### src/rtl/erase_sched_pkg.sv
package erase_sched_pkg;

    typedef enum logic [2:0] {
        ST_IDLE,
        ST_COLLECT,
        ST_HOLD,
        ST_ERASE,
        ST_QUIESCE,
        ST_PAUSED,
        ST_VOID
    } sched_state_e;

    // Size of block idx in 8 KB units; position 0 is the boot block end.
    function automatic int unsigned units_of(input int unsigned idx,
                                             input int unsigned nblk,
                                             input bit          top_boot);
        int unsigned pos;
        pos = top_boot ? (nblk - 1 - idx) : idx;
        if (pos == 0)      return 2;
        else if (pos < 3)  return 1;
        else if (pos == 3) return 4;
        return 8;
    endfunction

endpackage

### src/rtl/sched_timer.sv
module sched_timer #(
    parameter int W = 8
) (
    input  logic         clk,
    input  logic         rst_n,
    input  logic         load,
    input  logic [W-1:0] load_val,
    input  logic         en,
    output logic [W-1:0] count,
    output logic         zero
);

    always_ff @(posedge clk or negedge rst_n) begin
        if (!rst_n)                  count <= '0;
        else if (load)               count <= load_val;
        else if (en && count != '0)  count <= count - 1'b1;
    end

    assign zero = (count == '0);


    idle_hold_chk: assert property (@(posedge clk) disable iff (!rst_n)
        (!load && !en) |=> $stable(count));


    no_wrap_chk: assert property (@(posedge clk) disable iff (!rst_n)
        (!load && count == '0) |=> count == '0);

endmodule

### src/rtl/pick_next.sv
module pick_next #(
    parameter int N  = 19,
    parameter int IW = 5
) (
    input  logic [N-1:0]  mask,
    output logic [IW-1:0] idx,
    output logic          found
);

    logic [N-1:0] first;

    for (genvar g = 0; g < N; g++) begin : g_first
        if (g == 0) begin : g_lo
            assign first[g] = mask[g];
        end else begin : g_hi
            assign first[g] = mask[g] & ~(|mask[g-1:0]);
        end
    end

    always_comb begin
        idx = '0;
        for (int i = 0; i < N; i++) begin
            if (first[i]) idx = idx | IW'(i);
        end
    end

    assign found = |mask;


    always_comb begin
        lowest_onehot_chk: assert ($onehot0(first));
    end

endmodule

### src/rtl/erase_sched.sv
module erase_sched
    import erase_sched_pkg::*;
#(
    parameter int NUM_BLOCKS        = 19,
    parameter int IDX_W             = $clog2(NUM_BLOCKS),
    parameter int WINDOW_CYCLES     = 20,
    parameter int ERASE_UNIT_CYCLES = 2,
    parameter int VOID_CYCLES       = 12,
    parameter int SUSP_LAT          = 3,
    parameter bit TOP_BOOT          = 1'b1
) (
    input  logic                  clk,
    input  logic                  rst_n,
    input  logic                  tick,
    input  logic                  sel_valid,
    input  logic [IDX_W-1:0]      sel_idx,
    input  logic                  chip_req,
    input  logic                  susp_req,
    input  logic                  resume_req,
    input  logic [NUM_BLOCKS-1:0] protect,
    output logic                  busy,
    output logic                  started,
    output logic                  suspended,
    output logic [NUM_BLOCKS-1:0] pending,
    output logic                  done
);

    localparam int MAX_A = (WINDOW_CYCLES > 8 * ERASE_UNIT_CYCLES) ?
                           WINDOW_CYCLES : 8 * ERASE_UNIT_CYCLES;
    localparam int MAX_C = (MAX_A > VOID_CYCLES) ? MAX_A : VOID_CYCLES;
    localparam int CW    = $clog2(MAX_C + 1);
    localparam int LW    = $clog2(SUSP_LAT + 2);

    localparam logic [CW-1:0]         WIN_V  = CW'(WINDOW_CYCLES);
    localparam logic [CW-1:0]         VOID_V = CW'(VOID_CYCLES);
    localparam logic [LW-1:0]         LAT_V  = LW'(SUSP_LAT);
    localparam logic [IDX_W:0]        NB_V   = (IDX_W + 1)'(NUM_BLOCKS);
    localparam logic [NUM_BLOCKS-1:0] ONE    = {{(NUM_BLOCKS-1){1'b0}}, 1'b1};
    localparam logic [NUM_BLOCKS-1:0] ALL    = {NUM_BLOCKS{1'b1}};

    sched_state_e state, nstate;

    logic                  chip_mode, chip_n;
    logic [NUM_BLOCKS-1:0] pend_n;
    logic                  done_n;
    logic                  do_launch;

    logic                  m_load, m_en, m_zero;
    logic [CW-1:0]         m_val, m_cnt;
    logic                  l_load, l_en, l_zero;
    logic [LW-1:0]         l_cnt;

    logic [CW-1:0]         dur_tab [NUM_BLOCKS];
    logic [IDX_W-1:0]      cur_idx, nxt_idx;
    logic                  cur_found, nxt_found;
    logic [NUM_BLOCKS-1:0] cur_oh, launch_mask, pick_src;
    logic                  sel_ok, blk_end;

    // Per-block erase time derived from the block size map.
    for (genvar g = 0; g < NUM_BLOCKS; g++) begin : g_dur
        localparam int unsigned CYC =
            ERASE_UNIT_CYCLES * units_of(g, NUM_BLOCKS, TOP_BOOT);
        assign dur_tab[g] = CW'(CYC);
    end

    assign sel_ok      = sel_valid && ({1'b0, sel_idx} < NB_V);
    assign cur_oh      = ONE << cur_idx;
    assign launch_mask = ((state == ST_IDLE) ? ALL : pending) & ~protect;
    assign pick_src    = (state == ST_ERASE) ? (pending & ~cur_oh) : launch_mask;
    assign blk_end     = (state == ST_ERASE) && m_zero;

    pick_next #(.N(NUM_BLOCKS), .IW(IDX_W)) u_cur (
        .mask  (pending),
        .idx   (cur_idx),
        .found (cur_found)
    );

    pick_next #(.N(NUM_BLOCKS), .IW(IDX_W)) u_nxt (
        .mask  (pick_src),
        .idx   (nxt_idx),
        .found (nxt_found)
    );

    assign m_en = tick && (state == ST_COLLECT || state == ST_ERASE ||
                           state == ST_VOID);
    assign l_en = tick && (state == ST_QUIESCE);

    sched_timer #(.W(CW)) u_main (
        .clk      (clk),
        .rst_n    (rst_n),
        .load     (m_load),
        .load_val (m_val),
        .en       (m_en),
        .count    (m_cnt),
        .zero     (m_zero)
    );

    sched_timer #(.W(LW)) u_lat (
        .clk      (clk),
        .rst_n    (rst_n),
        .load     (l_load),
        .load_val (LAT_V),
        .en       (l_en),
        .count    (l_cnt),
        .zero     (l_zero)
    );

    // Next state and datapath control.
    always_comb begin
        nstate    = state;
        pend_n    = pending;
        chip_n    = chip_mode;
        done_n    = 1'b0;
        m_load    = 1'b0;
        m_val     = WIN_V;
        l_load    = 1'b0;
        do_launch = 1'b0;

        unique case (state)
            ST_IDLE: begin
                if (chip_req) begin
                    chip_n    = 1'b1;
                    do_launch = 1'b1;
                end else if (sel_ok) begin
                    chip_n = 1'b0;
                    pend_n = pending | (ONE << sel_idx);
                    m_load = 1'b1;
                    m_val  = WIN_V;
                    nstate = ST_COLLECT;
                end
            end
            ST_COLLECT: begin
                if (susp_req) begin
                    nstate = ST_HOLD;
                end else if (sel_ok) begin
                    pend_n = pending | (ONE << sel_idx);
                    m_load = 1'b1;
                    m_val  = WIN_V;
                end else if (m_zero) begin
                    do_launch = 1'b1;
                end
            end
            ST_HOLD: begin
                if (resume_req) do_launch = 1'b1;
            end
            ST_ERASE: begin
                if (blk_end) begin
                    pend_n = pending & ~cur_oh;
                    if (nxt_found) begin
                        m_load = 1'b1;
                        m_val  = dur_tab[nxt_idx];
                    end else begin
                        done_n = 1'b1;
                        chip_n = 1'b0;
                        nstate = ST_IDLE;
                    end
                end
                if (susp_req && !chip_mode && !(blk_end && !nxt_found)) begin
                    l_load = 1'b1;
                    nstate = ST_QUIESCE;
                end
            end
            ST_QUIESCE: begin
                if (l_zero) nstate = ST_PAUSED;
            end
            ST_PAUSED: begin
                if (resume_req) nstate = ST_ERASE;
            end
            ST_VOID: begin
                if (m_zero) begin
                    done_n = 1'b1;
                    chip_n = 1'b0;
                    nstate = ST_IDLE;
                end
            end
            default: nstate = ST_IDLE;
        endcase

        if (do_launch) begin
            pend_n = launch_mask;
            m_load = 1'b1;
            if (nxt_found) begin
                m_val  = dur_tab[nxt_idx];
                nstate = ST_ERASE;
            end else begin
                m_val  = VOID_V;
                nstate = ST_VOID;
            end
        end
    end

    // State register.
    always_ff @(posedge clk or negedge rst_n) begin
        if (!rst_n) begin
            state     <= ST_IDLE;
            pending   <= '0;
            chip_mode <= 1'b0;
            done      <= 1'b0;
        end else begin
            state     <= nstate;
            pending   <= pend_n;
            chip_mode <= chip_n;
            done      <= done_n;
        end
    end

    // Outputs decoded from state.
    always_comb begin
        busy      = 1'b0;
        started   = 1'b0;
        suspended = 1'b0;
        unique case (state)
            ST_IDLE:    ;
            ST_COLLECT: busy = 1'b1;
            ST_HOLD:    suspended = 1'b1;
            ST_ERASE:   begin busy = 1'b1; started = 1'b1; end
            ST_QUIESCE: begin busy = 1'b1; started = 1'b1; end
            ST_PAUSED:  begin started = 1'b1; suspended = 1'b1; end
            ST_VOID:    begin busy = 1'b1; started = 1'b1; end
            default:    ;
        endcase
    end


    no_late_add_chk: assert property (@(posedge clk) disable iff (!rst_n)
        (started && $past(started)) |-> ((pending & ~$past(pending)) == '0));


    done_pulse_chk: assert property (@(posedge clk) disable iff (!rst_n)
        done |=> !done);


    done_empty_chk: assert property (@(posedge clk) disable iff (!rst_n)
        done |-> (pending == '0 && !started));


    erase_has_block_chk: assert property (@(posedge clk) disable iff (!rst_n)
        (state == ST_ERASE) |-> cur_found);


    frozen_chk: assert property (@(posedge clk) disable iff (!rst_n)
        (state == ST_QUIESCE || state == ST_PAUSED) |=> $stable(m_cnt));


    lat_bound_chk: assert property (@(posedge clk) disable iff (!rst_n)
        (state == ST_QUIESCE) |-> (l_cnt <= LAT_V));


    hold_resume_chk: assert property (@(posedge clk) disable iff (!rst_n)
        (state == ST_HOLD && resume_req) |=> started);


    chip_nosusp_chk: assert property (@(posedge clk) disable iff (!rst_n)
        (started && chip_mode) |-> !suspended);

endmodule

### config.mk
export PLATFORM = sky130hd
export DESIGN_NAME = erase_sched
export DESIGN_NICKNAME = d
export VERILOG_FILES = /design/src/rtl/erase_sched_pkg.sv /design/src/rtl/sched_timer.sv /design/src/rtl/pick_next.sv /design/src/rtl/erase_sched.sv
export SDC_FILE = /design/constraint.sdc
export NUM_CORES = 1
export LEC_CHECK = 0
export BUFFER_PORTS_ARGS = -buffer_cell sky130_fd_sc_hd__buf_2
export CAP_MARGIN = 5
export CORE_ASPECT_RATIO = 0.8
export CORE_MARGIN = 3
export CORE_UTILIZATION = 61
export DETAILED_ROUTE_END_ITERATION = 6
export MAX_ROUTING_LAYER = met4
export PLACE_DENSITY = 0.89
export SKIP_LAST_GASP = 1
export SLEW_MARGIN = 20
export SYNTH_ARGS = -nofsm -noshare
export SYNTH_HDL_FRONTEND = slang
export SYNTH_SLANG_ARGS = --single-unit
### constraint.sdc
create_clock -name clk -period 7.6 [get_ports clk]
set_input_delay 0.76 -clock clk [delete_from_list [all_inputs] [get_ports clk]]
set_output_delay 0.76 -clock clk [all_outputs]
set_load 0.005 [all_outputs]
==> reports/metrics.yaml <==
status: "finished, violations left"
violations: "DRC"
slew_headroom_pct: 35.1
clk_latency_ps: 280
fin_nets: 493
grt_usage_pct: 34.9
cts_hold_buf: 0
dieArea_um2: 5840
synth_area_leaders: "dfrtp_1, a21oi_1, o21ai_0, nand2_1, nor2_1"
final_cells: 516
yosysSeqAreaShare_pct: 26.5
start_util_pct: 64.6
die_y_um: 69.0
routed_wl_um: 9810
drtAntennaViolNets: 0
yosysTopAreaCellShare_pct: 26.5
clock-root-buffer: "clkbuf_8"
setup_viol: 0
multi_input_area_um2: 2090
finalHoldViolations: 0
netlist-cell-type-count: 66
vdd_drop_max_uv: 273
firstDrtPassIters: 7
grt_pass1_vias: 3182
synth_seq_cells: 32
crit_fanout: 19
gr-max-usage-layer: "met2"
antenna_found_initial: 0
postLayoutCoreUtil_pct: 72.2
finalClockSkew_ps: 7.64
cts_inserted_buffers: 5
cp.arrival_ps: 4540
setup_slack_ps: 3220
crit_path_max_incr_delay_ps: 700
grt_start_max_net_pins: 33
drt-vias-per-instance: 7.03
pre_cts_ws_ps: 3390
crit_chain: "and3b_1 > nand4_1 > o32ai_1 > o31ai_1 > a221o_1 > or4b_1 > nor4_2 > o21a_1 > mux2_2"
use_met1_pct: 47.6
vias: 3625
diodes: 0
wire_per_inst_um: 19.0
end_kind: "flop"
io_buffers: 53
grt_pass1_wl_um: 15600
mostFrequentLayoutCell: "nand2_1"
syn2layout_area_growth_pct: 11.8
gr-total-overflow: 0
drive_gt1_share_pct: 16.9
fmax_ghz: 0.228
drt-initial-drc-count: 564
start_kind: "flop"
slew_viol_final: 0
seq_area_um2: 801
ys_async_sr_fraction_pct: 100
path_class: "flop to flop"
pin_count: 54
min_period_over_period_pct: 57.6
cts_sinks: 32
cts_tree: "done"
syn_area_um2: 3020
yosys.area.top_type: "dfrtp_1"
ctsResizeCount: 0
grt_use_met2_pct: 51.9
fillers: 395
cts_htree_levels: 2
worst_slew_pin_slew_ps: 974
leakage_nw: 1.43
ys.flop_type: "dfrtp_1"
drc: 1
p_per_area_nw_per_um2: 455
routabilityCongestion: 1.11
syn_area_per_cell_um2: 7.26
core_um2: 4680
syn_nets: 451
dpl.cell_count: 511
postCtsSetupBuffers: 0
clockBufferDepth: 2
synth_enable_flop_cells: 0
cp.required_ps: 7760
tns_ps: 0
cpMaxStageDelayCell: "dfrtp_1"
path_delay_family: "simple AND/OR/NAND/NOR gates"
clkTransAtPathRegs_ps: 60
crit_buf_inv: 0
die_w_um: 84.7
yosysWarnings: 0
rsz0062_at_grt: "no"
worstHoldPathType: "flop to flop"
row_count: 22
dp.final_hpwl_um: 7270
final_cell_mix: "nand2_1, buf_2, a21oi_1, o21ai_0, nor2_1"
fin_crit_ps: 4380
postSynthCellCount: 416
gr-usage-met3_pct: 8.55
cap_violations: 0
## final timing paths
check / slack (ps) / to / cells after the start / start
setup / recovery: 3220 / state[0] / 9 / state[1]
hold / removal: 510 / chip_mode / 1 / chip_mode
setup reg to reg: 3220 / state[0] / 9 / state[1]
hold reg to reg: 510 / chip_mode / 1 / chip_mode
max in group asynchronous: 6570 / u_lat.count[1] / 1 / rst_n
min in group asynchronous: 540 / pending[8] / 1 / rst_n
## stage by stage
step,hold slack [ps],total power [mW],area [um^2]
2_1_floorplan,457,1.08,3020
3_3_place_gp,488,1.35,3310
3_5_place_dp,486,1.38,3310
4_1_cts,506,1.50,3380
5_1_grt,518,1.65,3380
6_report,509,1.54,3380
## power by group
| part | internal (mW) | switching [mW] | leakage (nW) |
|---|---|---|---|
| logic | 0.385 | 0.624 | 1.02 |
| clock network | 0.0590 | 0.0603 | 0.0359 |
| registers | 0.247 | 0.162 | 0.379 |
## logic make-up after synthesis
family | share of synthesized area (%)
DFF | 26.5
adders and majority gates | 1.99
AOI/OAI and AO/OA | 35.5
xor gates and xnor gates | 0.870
and+or+nand+nor | 29.4
muxes | 1.41
buffers and inverters | 4.39
## state kept, by name (all words and copies together) (netlist names)
name and flops:
pending 19, u_main.count 5, state 3, u_lat.count 3, chip_mode 1, done 1
## metal layers
layer / vias up / share of wire (%)
met5: - / 0
met2: 279 / 42
met1: 1669 / 42
li1: 1652 / -
met3: 25 / 14
met4: 0 / 1.8
## Yosys cell counts (2+ instances only)
| cell type | count |
|---|---|
| nand2_1 | 56 |
| a21oi_1 | 49 |
| o21ai_0 | 44 |
| nor2_1 | 35 |
| dfrtp_1 | 32 |
| clkbuf_1 | 17 |
| nor3_1 | 14 |
| inv_1 | 12 |
| a31oi_1 | 10 |
| nand3_1 | 10 |
| nand2b_1 | 8 |
| a22o_1 | 7 |
| or3_1 | 7 |
| a211oi_1 | 5 |
| a32o_1 | 5 |
| and2_1 | 5 |
| nor2b_1 | 5 |
| o211ai_1 | 5 |
| o31ai_1 | 5 |
| a211o_1 | 4 |
| a22oi_1 | 4 |
| buf_2 | 4 |
| ha_1 | 4 |
| nor4_1 | 4 |
| o21ai_1 | 4 |
| a21o_1 | 3 |
| and3_1 | 3 |
| o21bai_1 | 3 |
| o22ai_1 | 3 |
| a221o_1 | 2 |
| a221oi_1 | 2 |
| a41oi_1 | 2 |
| mux2i_1 | 2 |
| nand4_1 | 2 |
| nor4_2 | 2 |
| nor4_4 | 2 |
| o21a_1 | 2 |
| o32ai_1 | 2 |
| or2_2 | 2 |
| or4_1 | 2 |
| xnor2_1 | 2 |
## layout make-up
type                    instances  area share [%]
repair buffers                 57            8.74
well taps                      60            2.22
inverters                      12            1.33
multi-input cells             350            62.0
flip-flops and latches         32            23.7
clock buffers                   5            2.04
Power figures use the tool's default switching activity.
